===== src/rtl/rtc_pkg.sv =====
package rtc_pkg;
    // word addresses (byte offset / 4)
    localparam int unsigned WA_SET_WR = 0;
    localparam int unsigned WA_SET_RD = 1;
    localparam int unsigned WA_CAL_WR = 2;
    localparam int unsigned WA_CAL_RD = 3;
    localparam int unsigned WA_NOW    = 4;
    localparam int unsigned WA_TICK   = 5;
    localparam int unsigned WA_ALARM  = 6;
    localparam int unsigned WA_STAT   = 8;
    localparam int unsigned WA_MASK   = 9;
    localparam int unsigned WA_EN     = 10;
    localparam int unsigned WA_DIS    = 11;
    localparam int unsigned WA_CTRL   = 16;

    localparam int unsigned IRQ_N   = 2;
    localparam int unsigned IRQ_SEC = 0;
    localparam int unsigned IRQ_ALM = 1;

    typedef enum logic {
        ST_RUN  = 1'b0,
        ST_PEND = 1'b1
    } load_state_e;
endpackage


===== src/rtl/rtc_sec_counter.sv =====
module rtc_sec_counter
    import rtc_pkg::*;
#(
    parameter int TW = 32,
    parameter int KW = 16
) (
    input  logic          clk,
    input  logic          rst_n,
    input  logic          sec_pulse,
    input  logic          load_wr,
    input  logic [TW-1:0] load_val,
    input  logic          tick_clr,
    input  logic [TW-1:0] alarm_val,
    output logic [TW-1:0] now_q,
    output logic [TW-1:0] pend_q,
    output logic [KW-1:0] tick_q,
    output logic          alarm_hit
);
    load_state_e   state_q, state_d;
    logic [TW-1:0] now_d;

    // state register
    always_ff @(posedge clk) begin
        if (!rst_n) state_q <= ST_RUN;
        else        state_q <= state_d;
    end

    // next state and datapath outputs
    always_comb begin
        state_d = state_q;
        now_d   = now_q;
        unique case (state_q)
            ST_RUN: begin
                if (sec_pulse) now_d = now_q + TW'(1);
                if (load_wr)   state_d = ST_PEND;
            end
            ST_PEND: begin
                if (sec_pulse) now_d = pend_q;
                if (load_wr)        state_d = ST_PEND;
                else if (sec_pulse) state_d = ST_RUN;
            end
        endcase
        alarm_hit = sec_pulse && (now_d == alarm_val);
    end

    always_ff @(posedge clk) begin
        if (!rst_n) begin
            now_q  <= '0;
            pend_q <= '0;
            tick_q <= '0;
        end else begin
            now_q <= now_d;
            if (load_wr) pend_q <= load_val;
            if (sec_pulse || tick_clr) tick_q <= '0;
            else                       tick_q <= tick_q + KW'(1);
        end
    end

    p_incr_r2: assert property (@(posedge clk) disable iff (!rst_n)
        (sec_pulse && state_q == ST_RUN) |=> (now_q == $past(now_q) + TW'(1)));
    p_load_r3: assert property (@(posedge clk) disable iff (!rst_n)
        (sec_pulse && state_q == ST_PEND) |=> (now_q == $past(pend_q)));
    p_hold_r3: assert property (@(posedge clk) disable iff (!rst_n)
        !sec_pulse |=> $stable(now_q));
    p_latest_r11: assert property (@(posedge clk) disable iff (!rst_n)
        load_wr |=> (state_q == ST_PEND && pend_q == $past(load_val)));
endmodule


===== src/rtl/rtc_irq_ctrl.sv =====
module rtc_irq_ctrl #(
    parameter int N = 2
) (
    input  logic         clk,
    input  logic         rst_n,
    input  logic [N-1:0] evt,
    input  logic         clr_wr,
    input  logic         en_wr,
    input  logic         dis_wr,
    input  logic [N-1:0] wbits,
    output logic [N-1:0] status_q,
    output logic [N-1:0] unmask_q,
    output logic         irq
);
    for (genvar i = 0; i < N; i++) begin : g_bit
        always_ff @(posedge clk) begin
            if (!rst_n) begin
                status_q[i] <= 1'b0;
                unmask_q[i] <= 1'b0;
            end else begin
                if (evt[i])                    status_q[i] <= 1'b1;
                else if (clr_wr && wbits[i])   status_q[i] <= 1'b0;
                if (en_wr && wbits[i])         unmask_q[i] <= 1'b1;
                else if (dis_wr && wbits[i])   unmask_q[i] <= 1'b0;
            end
        end

        p_setwins_r8: assert property (@(posedge clk) disable iff (!rst_n)
            evt[i] |=> status_q[i]);
        p_clear_r5: assert property (@(posedge clk) disable iff (!rst_n)
            (clr_wr && wbits[i] && !evt[i]) |=> !status_q[i]);
        p_unmask_r6: assert property (@(posedge clk) disable iff (!rst_n)
            (en_wr && wbits[i]) |=> unmask_q[i]);
        p_mask_r6: assert property (@(posedge clk) disable iff (!rst_n)
            (dis_wr && wbits[i]) |=> !unmask_q[i]);
    end

    assign irq = |(status_q & unmask_q);
endmodule


===== src/rtl/rtc_core.sv =====
module rtc_core
    import rtc_pkg::*;
#(
    parameter int ADDR_W  = 5,
    parameter int TIME_W  = 32,
    parameter int TICK_W  = 16,
    parameter int CAL_W   = 21,
    parameter int OSC_BIT = 24,
    parameter int BAT_BIT = 31
) (
    input  logic              clk,
    input  logic              rst_n,
    input  logic              bus_wr,
    input  logic              bus_rd,
    input  logic [ADDR_W-1:0] bus_addr,
    input  logic [31:0]       bus_wdata,
    output logic [31:0]       bus_rdata,
    input  logic              sec_pulse,
    output logic              irq
);
    localparam int DW = 32;

    logic [TIME_W-1:0] now_q, pend_q, alarm_q;
    logic [TICK_W-1:0] tick_q;
    logic [CAL_W-1:0]  cal_q;
    logic              osc_q, bat_q;
    logic [IRQ_N-1:0]  status_q, unmask_q, evt;
    logic              alarm_hit;
    logic [DW-1:0]     rd_mux;

    logic sel_set, sel_cal, sel_alarm, sel_stat, sel_en, sel_dis, sel_ctrl;
    assign sel_set   = bus_wr && (bus_addr == ADDR_W'(WA_SET_WR));
    assign sel_cal   = bus_wr && (bus_addr == ADDR_W'(WA_CAL_WR));
    assign sel_alarm = bus_wr && (bus_addr == ADDR_W'(WA_ALARM));
    assign sel_stat  = bus_wr && (bus_addr == ADDR_W'(WA_STAT));
    assign sel_en    = bus_wr && (bus_addr == ADDR_W'(WA_EN));
    assign sel_dis   = bus_wr && (bus_addr == ADDR_W'(WA_DIS));
    assign sel_ctrl  = bus_wr && (bus_addr == ADDR_W'(WA_CTRL));

    rtc_sec_counter #(.TW(TIME_W), .KW(TICK_W)) u_cnt (
        .clk       (clk),
        .rst_n     (rst_n),
        .sec_pulse (sec_pulse),
        .load_wr   (sel_set),
        .load_val  (bus_wdata[TIME_W-1:0]),
        .tick_clr  (sel_cal),
        .alarm_val (alarm_q),
        .now_q     (now_q),
        .pend_q    (pend_q),
        .tick_q    (tick_q),
        .alarm_hit (alarm_hit)
    );

    always_comb begin
        evt          = '0;
        evt[IRQ_SEC] = sec_pulse;
        evt[IRQ_ALM] = alarm_hit;
    end

    rtc_irq_ctrl #(.N(IRQ_N)) u_irq (
        .clk      (clk),
        .rst_n    (rst_n),
        .evt      (evt),
        .clr_wr   (sel_stat),
        .en_wr    (sel_en),
        .dis_wr   (sel_dis),
        .wbits    (bus_wdata[IRQ_N-1:0]),
        .status_q (status_q),
        .unmask_q (unmask_q),
        .irq      (irq)
    );

    always_ff @(posedge clk) begin
        if (!rst_n) begin
            alarm_q <= '0;
            cal_q   <= '0;
            osc_q   <= 1'b0;
            bat_q   <= 1'b0;
        end else begin
            if (sel_alarm) alarm_q <= bus_wdata[TIME_W-1:0];
            if (sel_cal)   cal_q   <= bus_wdata[CAL_W-1:0];
            if (sel_ctrl) begin
                osc_q <= bus_wdata[OSC_BIT];
                bat_q <= bus_wdata[BAT_BIT];
            end
        end
    end

    always_comb begin
        rd_mux = '0;
        case (bus_addr)
            ADDR_W'(WA_SET_RD): rd_mux = DW'(pend_q);
            ADDR_W'(WA_CAL_RD): rd_mux = DW'(cal_q);
            ADDR_W'(WA_NOW):    rd_mux = DW'(now_q);
            ADDR_W'(WA_TICK):   rd_mux = DW'(tick_q);
            ADDR_W'(WA_ALARM):  rd_mux = DW'(alarm_q);
            ADDR_W'(WA_STAT):   rd_mux = DW'(status_q);
            ADDR_W'(WA_MASK):   rd_mux = DW'(unmask_q);
            ADDR_W'(WA_CTRL): begin
                rd_mux[OSC_BIT] = osc_q;
                rd_mux[BAT_BIT] = bat_q;
            end
            default:            rd_mux = '0;
        endcase
    end

    always_ff @(posedge clk) begin
        if (!rst_n)      bus_rdata <= '0;
        else if (bus_rd) bus_rdata <= rd_mux;
    end

    p_rdhold_r13: assert property (@(posedge clk) disable iff (!rst_n)
        !bus_rd |=> $stable(bus_rdata));
    p_alarmkeep_r9: assert property (@(posedge clk) disable iff (!rst_n)
        !sel_alarm |=> $stable(alarm_q));
endmodule


===== config.mk =====
export PLATFORM = sky130hd
export DESIGN_NAME = rtc_core
export DESIGN_NICKNAME = d
export VERILOG_FILES = /design/src/rtl/rtc_pkg.sv /design/src/rtl/rtc_sec_counter.sv /design/src/rtl/rtc_irq_ctrl.sv /design/src/rtl/rtc_core.sv
export SDC_FILE = /design/constraint.sdc
export NUM_CORES = 1
export LEC_CHECK = 0
export BUFFER_PORTS_ARGS = -buffer_cell sky130_fd_sc_hd__buf_4
export CAP_MARGIN = 20
export CORE_ASPECT_RATIO = 1.4
export CORE_UTILIZATION = 60
export CTS_CLUSTER_SIZE = 12
export DETAILED_ROUTE_END_ITERATION = 8
export PLACE_DENSITY = 0.8
export SLEW_MARGIN = 15
export SYNTH_ARGS = -nofsm -noshare
export SYNTH_HDL_FRONTEND = slang
export SYNTH_SLANG_ARGS = --single-unit

===== constraint.sdc =====
create_clock -name clk -period 7.7 [get_ports clk]
set_input_delay 0.385 -clock clk [delete_from_list [all_inputs] [get_ports clk]]
set_output_delay 0.385 -clock clk [all_outputs]
set_load 0.01 [all_outputs]

==> qor.yml, run 1 <==
global_route:
  antenna_found_initial: 0
  grt_max_degree: 76
  grt_pass1_vias: 8435
  overflow: 0
  track_usage_pct: 34.69
  grt_pass1_wl_um: 42450
cts:
  postCtsHoldBufs: 0
  post-cts-setup-buffers: 0
  cts_inserted_buffers: 17
  clockBufferDepth: 2
  cts_tree: "built"
  clk_pin_slew_ns: 0.06
  h-tree-depth: 4
  cts-root-buf: "clkbuf_16"
  insertion_delay_ns: 0.44
  post_cts_resized: 0
  clock_sinks: 172
timing:
  grt_setup_unrepaired: "false"
  skew_ns: 0.007424
  fmax_mhz: 287.1
  setup_ws_ns: 4.217
  maxSlewViolCount: 0
  tightest_slew_ns: 1.070
  setup_violations: 0
  hold_violations: 0
  slew_headroom_pct: 28.61
  fin_crit_sh_pct: 45.24
  fin_setup_tns_ns: 0
  min_period_ns: 3.483
setup_path:
  cp.required_ns: 8.04
  cpLargestDelayFamily: "simple AND/OR/NAND/NOR gates"
  crit_slowest_cell: "and2_1"
  cp_max_fo: 52
  path_class: "flop to flop"
  crit_cells: 9
  crit_path_end_kind: "flop"
  critPathMaxStageDelay_ns: 0.77
  path_buf_inv: 1
  crit_chain: "buf_4 > and2_1 > nor3_1 > o21ai_0 > o211ai_1 > a2111oi_0 > nand4_1 > or4_1 > o31ai_1"
  reg2reg_depth: 9
  cp.arrival_ns: 3.83
  cp-start-kind: "flop"
synth:
  yosys_warnings: 0
  ys.flop_type: "dfxtp_1"
  syn_area_per_cell_um2: 7.570
  ys_ff_latch: 172
  synth_nets: 1212
  ys_types: 70
  ys_seq_area_share_pct: 38.94
  async_flop_share_pct: 0
  synth_edf_count: 0
  syn-cell-area_um2: 8842
  syn_inst: 1168
route:
  wl_per_cell_um: 18.60
  drc: 0
  vias: 8715
  drtIter0Drc: 788
  ant_nets: 0
  first_pass_iters: 5
  via_per_inst: 6.288
  totalWireLength_um: 25780
floorplan:
  ios: 75
  start_util_pct: 61.22
  placementRows: 52
  die_h_um: 145.6
  die_w_um: 104.6
  die_area_um2: 15230
  fp.coreArea_um2: 14440
placement:
  hpwlAfterDp_um: 17320
  portBuffers: 74
  pre_cts_ws_ns: 4.320
  gp_congestion: 0.9505
power:
  p_leak_nw: 3.413
  powerDensity_nw_per_um2: 188.2
  peakVddDrop_v: 0.0001586
min_path:
  hold_depth: 3
  min_path_type: "input pin to flop"
finish:
  fillers: 1261
  num_antenna_cells: 0
  nets: 1228
  layout-drive-gt1-share_pct: 11.36
  layout-area-overhead-vs-synth_pct: 13.03
flow_run:
  drv_cap: 0
status:
  status: "completed"
==> area by class of cell <==
| cell class | instances | area, um^2 | share of cell area, % |
|---|---|---|---|
| multi-input combinational | 888 | 5031 | 50.34 |
| clock buffer | 22 | 454.2 | 4.544 |
| inverter | 21 | 81.33 | 0.8137 |
| tap | 189 | 236.5 | 2.366 |
| clock inverter | 10 | 116.4 | 1.164 |
| timing repair buffer | 84 | 630.6 | 6.309 |
| sequential | 172 | 3445 | 34.46 |
==> worst register-to-register path, cell delays in order, from the launching register on <==
cell and delay (ns):
dfxtp_2 0.44, buf_4 0.49, and2_1 0.78, nor3_1 0.18, o21ai_0 0.20, o211ai_1 0.10, a2111oi_0 0.41, nand4_1 0.16
or4_1 0.43, o31ai_1 0.21
==> cell families after synthesis <==
kind of cell	after synthesis	synth area share, %
flip-flops	172	38.94
multiplexers	40	4.528
buffers and inverters	108	4.726
AND/OR/NAND/NOR	491	25.80
AO/OA/AOI/OAI	314	21.66
XOR/XNOR	41	4.061
adder cells (fa/ha/maj)	2	0.2830
==> synth_stat cells, drive strengths merged, types with 4 or more instances <==
cell type / count / area, um^2
xnor2: 23 / 201.4
clkbuf: 72 / 271.5
a31oi: 8 / 50.05
dfxtp: 172 / 3443
o211ai: 7 / 52.55
mux2i: 40 / 400.4
a221oi: 14 / 122.6
o311ai: 4 / 42.55
nand2: 214 / 803.3
nor2: 132 / 495.5
nor2b: 4 / 25.02
a211oi: 11 / 82.58
buf: 15 / 67.56
a21oi: 178 / 890.9
inv: 21 / 78.83
o31ai: 4 / 30.03
a22oi: 18 / 135.1
or3: 9 / 61.31
nand4: 22 / 173.9
and2: 7 / 43.79
nor4b: 4 / 35.03
o21ai: 27 / 135.1
xor2: 18 / 157.7
a21o: 4 / 30.03
nor4: 14 / 121.4
and4: 6 / 52.55
nand3: 32 / 165.2
nand2b: 7 / 43.79
or4: 5 / 41.29
nand3b: 4 / 30.03
and3: 9 / 56.30
nor3: 14 / 70.07
==> metal layers <==
layer	up-vias	routed length (um)	global-route usage, %
li1	4157	-	-
met1	4067	10360	41.49
met2	421	12670	59.60
met3	70	1834	6.359
met4	0	913	16.90
met5	-	0	0
==> report_power, final <==
group	internal [mW]	leakage (nW)	switching [mW]
logic	0.0454	1.75	0.0775
clock network	0.486	0.274	0.359
registers	0.900	1.39	0.0130
==> flip-flops by register name, indices dropped and copies added, names as in the netlist <==
name,cells
osc_q,1
u_irq.unmask_q,2
bus_rdata,32
bat_q,1
alarm_q,32
u_cnt.tick_q,16
u_cnt.now_q,32
cal_q,21
u_cnt.state_q,1
u_irq.status_q,2
u_cnt.pend_q,32
==> stage by stage <==
step / utilization (%) / total power [mW] / hold slack, ns / std cells / cell area [um^2]
after floorplan: - / 1.002 / 0.4361 / 1168 / 8842
after global placement: 65.25 / 1.051 / 0.4415 / 1354 / 9424
after detailed placement: 65.25 / 1.053 / 0.4497 / 1354 / 9424
after CTS: 69.20 / 1.885 / 0.1978 / 1386 / 9995
after global routing: 69.20 / 1.938 / 0.1942 / 1386 / 9995
final: 69.20 / 1.881 / 0.2009 / 1386 / 9995
==> placed cells by master (no fill, tap or decap), types with 6 or more instances in the layout <==
cell type  Yosys  routed
nand3_1       31      31
o21ai_0       27      27
or3_1          8       8
clkbuf_16      0      17
nand2_1      214     214
nand4_1       19      19
and3_1         9       9
a22oi_1       18      18
dfxtp_1      172     171
nand2b_1       7       7
a221oi_1      14      14
and4_1         6       6
nor3_1        14      14
buf_4          0      84
inv_1         19      18
nor4_1        10       9
xnor2_1       23      23
a21oi_1      178     178
a31oi_1        8       8
mux2i_1       40      40
nor2_1       132     130
and2_1         7       7
o211ai_1       7       7
a211oi_1      11      11
xor2_1        18      18
==> path summary, 6_finish.rpt <==
path / startpoint / to / slack [ns]
min reg2reg: cal_q[9] / cal_q[9] / 0.46
min: bus_wdata[21] / u_cnt.pend_q[21] / 0.20
max: u_cnt.state_q / u_irq.status_q[1] / 4.22
max reg2reg: u_cnt.state_q / u_irq.status_q[1] / 4.22
Power figures use the tool's default switching activity.
==> run 2, diff against run 1 <==
==> constraint.sdc (replaced) <==
create_clock -name clk -period 3.4 [get_ports clk]
set_input_delay 0.17 -clock clk [delete_from_list [all_inputs] [get_ports clk]]
set_output_delay 0.17 -clock clk [all_outputs]
set_load 0.01 [all_outputs]
==> run 2 against run 1 <==
Maximum frequency up 12%. Critical path type unchanged. Final area up 4.6%. Sequential share of layout area down 1.5 points. Die area unchanged. Clock power up 130%. Cell count up 3.6%. Hold slack worse by 0.20 ns. Clock-buffer cell count down 1. Via count up 3.0%. Register-to-register slack worse by 3.9 ns. Clock skew down 0.00076 ns.
==> qor.yml, run 2 (synthesis results as in run 1) <==
status:
  status: "completed"
cts:
  insertion_delay_ns: 0.44
  clockBufferDepth: 2
  clock_sinks: 172
  cts_inserted_buffers: 17
  cts_tree: "built"
  post-cts-setup-buffers: 0
  h-tree-depth: 4
  clk_pin_slew_ns: 0.07
  cts-root-buf: "clkbuf_16"
setup_path:
  cp.arrival_ns: 3.45
  cp_max_fo: 9
  cp.required_ns: 3.75
  cp-start-kind: "flop"
  crit_path_end_kind: "flop"
  path_class: "flop to flop"
floorplan:
  placementRows: 52
  die_w_um: 104.6
  start_util_pct: 61.22
  die_h_um: 145.6
  ios: 75
  fp.coreArea_um2: 14440
  die_area_um2: 15230
timing:
  hold_violations: 0
  maxSlewViolCount: 0
  grt_setup_unrepaired: "false"
  tightest_slew_ns: 0.8152
  holdWs_ns: 0.003552
  fin_setup_tns_ns: 0
  skew_ns: 0.006667
  setup_violations: 0
  slew_headroom_pct: 45.66
  min_period_ns: 3.096
  fin_crit_sh_pct: 91.07
  fmax_mhz: 323.0
finish:
  multi_input_area_um2: 5020
  final_common_cell: "nand2_1"
  num_antenna_cells: 0
  final_cell_mix: "214 x nand2_1, 178 x a21oi_1, 171 x dfxtp_1"
  fillers: 1216
  regArea_um2: 3445
  layout-drive-gt1-share_pct: 12.99
  fin_util_pct: 72.40
  nets: 1278
  layout-area-overhead-vs-synth_pct: 18.27
global_route:
  grt_max_degree: 80
  overflow: 0
  track_usage_pct: 36.07
  grt_pass1_vias: 8645
  grt_pass1_wl_um: 43880
  antenna_found_initial: 0
route:
  first_pass_iters: 7
  drtIter0Drc: 782
  vias: 8980
  via_per_inst: 6.253
  totalWireLength_um: 26940
  wl_per_cell_um: 18.76
  ant_nets: 0
  drc: 0
power:
  powerDensity_nw_per_um2: 414.1
  power_mw: 4.331
  p_leak_nw: 3.654
  peakVddDrop_v: 0.0003405
flow_run:
  drv_cap: 0
placement:
  hpwlAfterDp_um: 18500
  gp_congestion: 0.9768
  portBuffers: 74
min_path:
  min_path_type: "input pin to flop"
run 2: worst max-delay path, stage by stage, from the launching register on:
cell	delay, ns
dfxtp_1	0.47
ha_1	0.30
nand3_1	0.24
nor4_1	0.38
buf_4	0.21
o211ai_1	0.11
a2111oi_0	0.48
nand4_1	0.19
or4_1	0.44
o31ai_1	0.19
run 2: cell type report:
class                   instances  share of cell area, %
multi-input cells             888                  48.00
clock inverters                11                  1.041
clock buffers                  21                  4.594
inverters                      21                 0.7777
flip-flops and latches        172                  32.94
well taps                     189                  2.261
repair buffers                134                  10.39
run 2: what timing repair did:
| item | 4_1_cts | 5_1_grt |
|---|---|---|
| endpoints found under the hold margin | 59 | 0 |
| gates resized for setup | 0 | 0 |
| setup endpoints to repair | 0 | 0 |
| hold buffers | 27 | 0 |
run 2: final timing paths:
check,start,endpoint,slack [ns],cells past startpoint
min reg2reg,cal_q[18],cal_q[18],0.46,2
max reg2reg,u_cnt.now_q[0],u_irq.status_q[1],0.30,9
min,bus_wdata[6],alarm_q[6],0.004,3
max,u_cnt.now_q[0],u_irq.status_q[1],0.30,9
run 2: metrics by stage:
step	std cells	worst slack [ns]	area, um^2
floorplan	1168	0.6816	8842
global placement	1377	0.3589	9598
detailed placement	1377	0.3900	9598
CTS	1436	0.3572	10460
global route	1436	0.06268	10460
finish	1436	0.3036	10460
run 2: power breakdown:
part           internal [mW]  leakage (nW)  switching (mW)
sequential              2.04          1.39          0.0295
clock                   1.09         0.290           0.857
combinational          0.129          1.98           0.183
total                   3.26          3.65            1.07
run 2: per-layer routing:
layer,vias to the layer above,part of all wire (%),GRT usage [%]
met3,87,6.1,6.090
met1,4214,41,43.84
met4,0,4.4,19.72
li1,4254,-,-
met2,425,49,60.53
met5,-,0,0
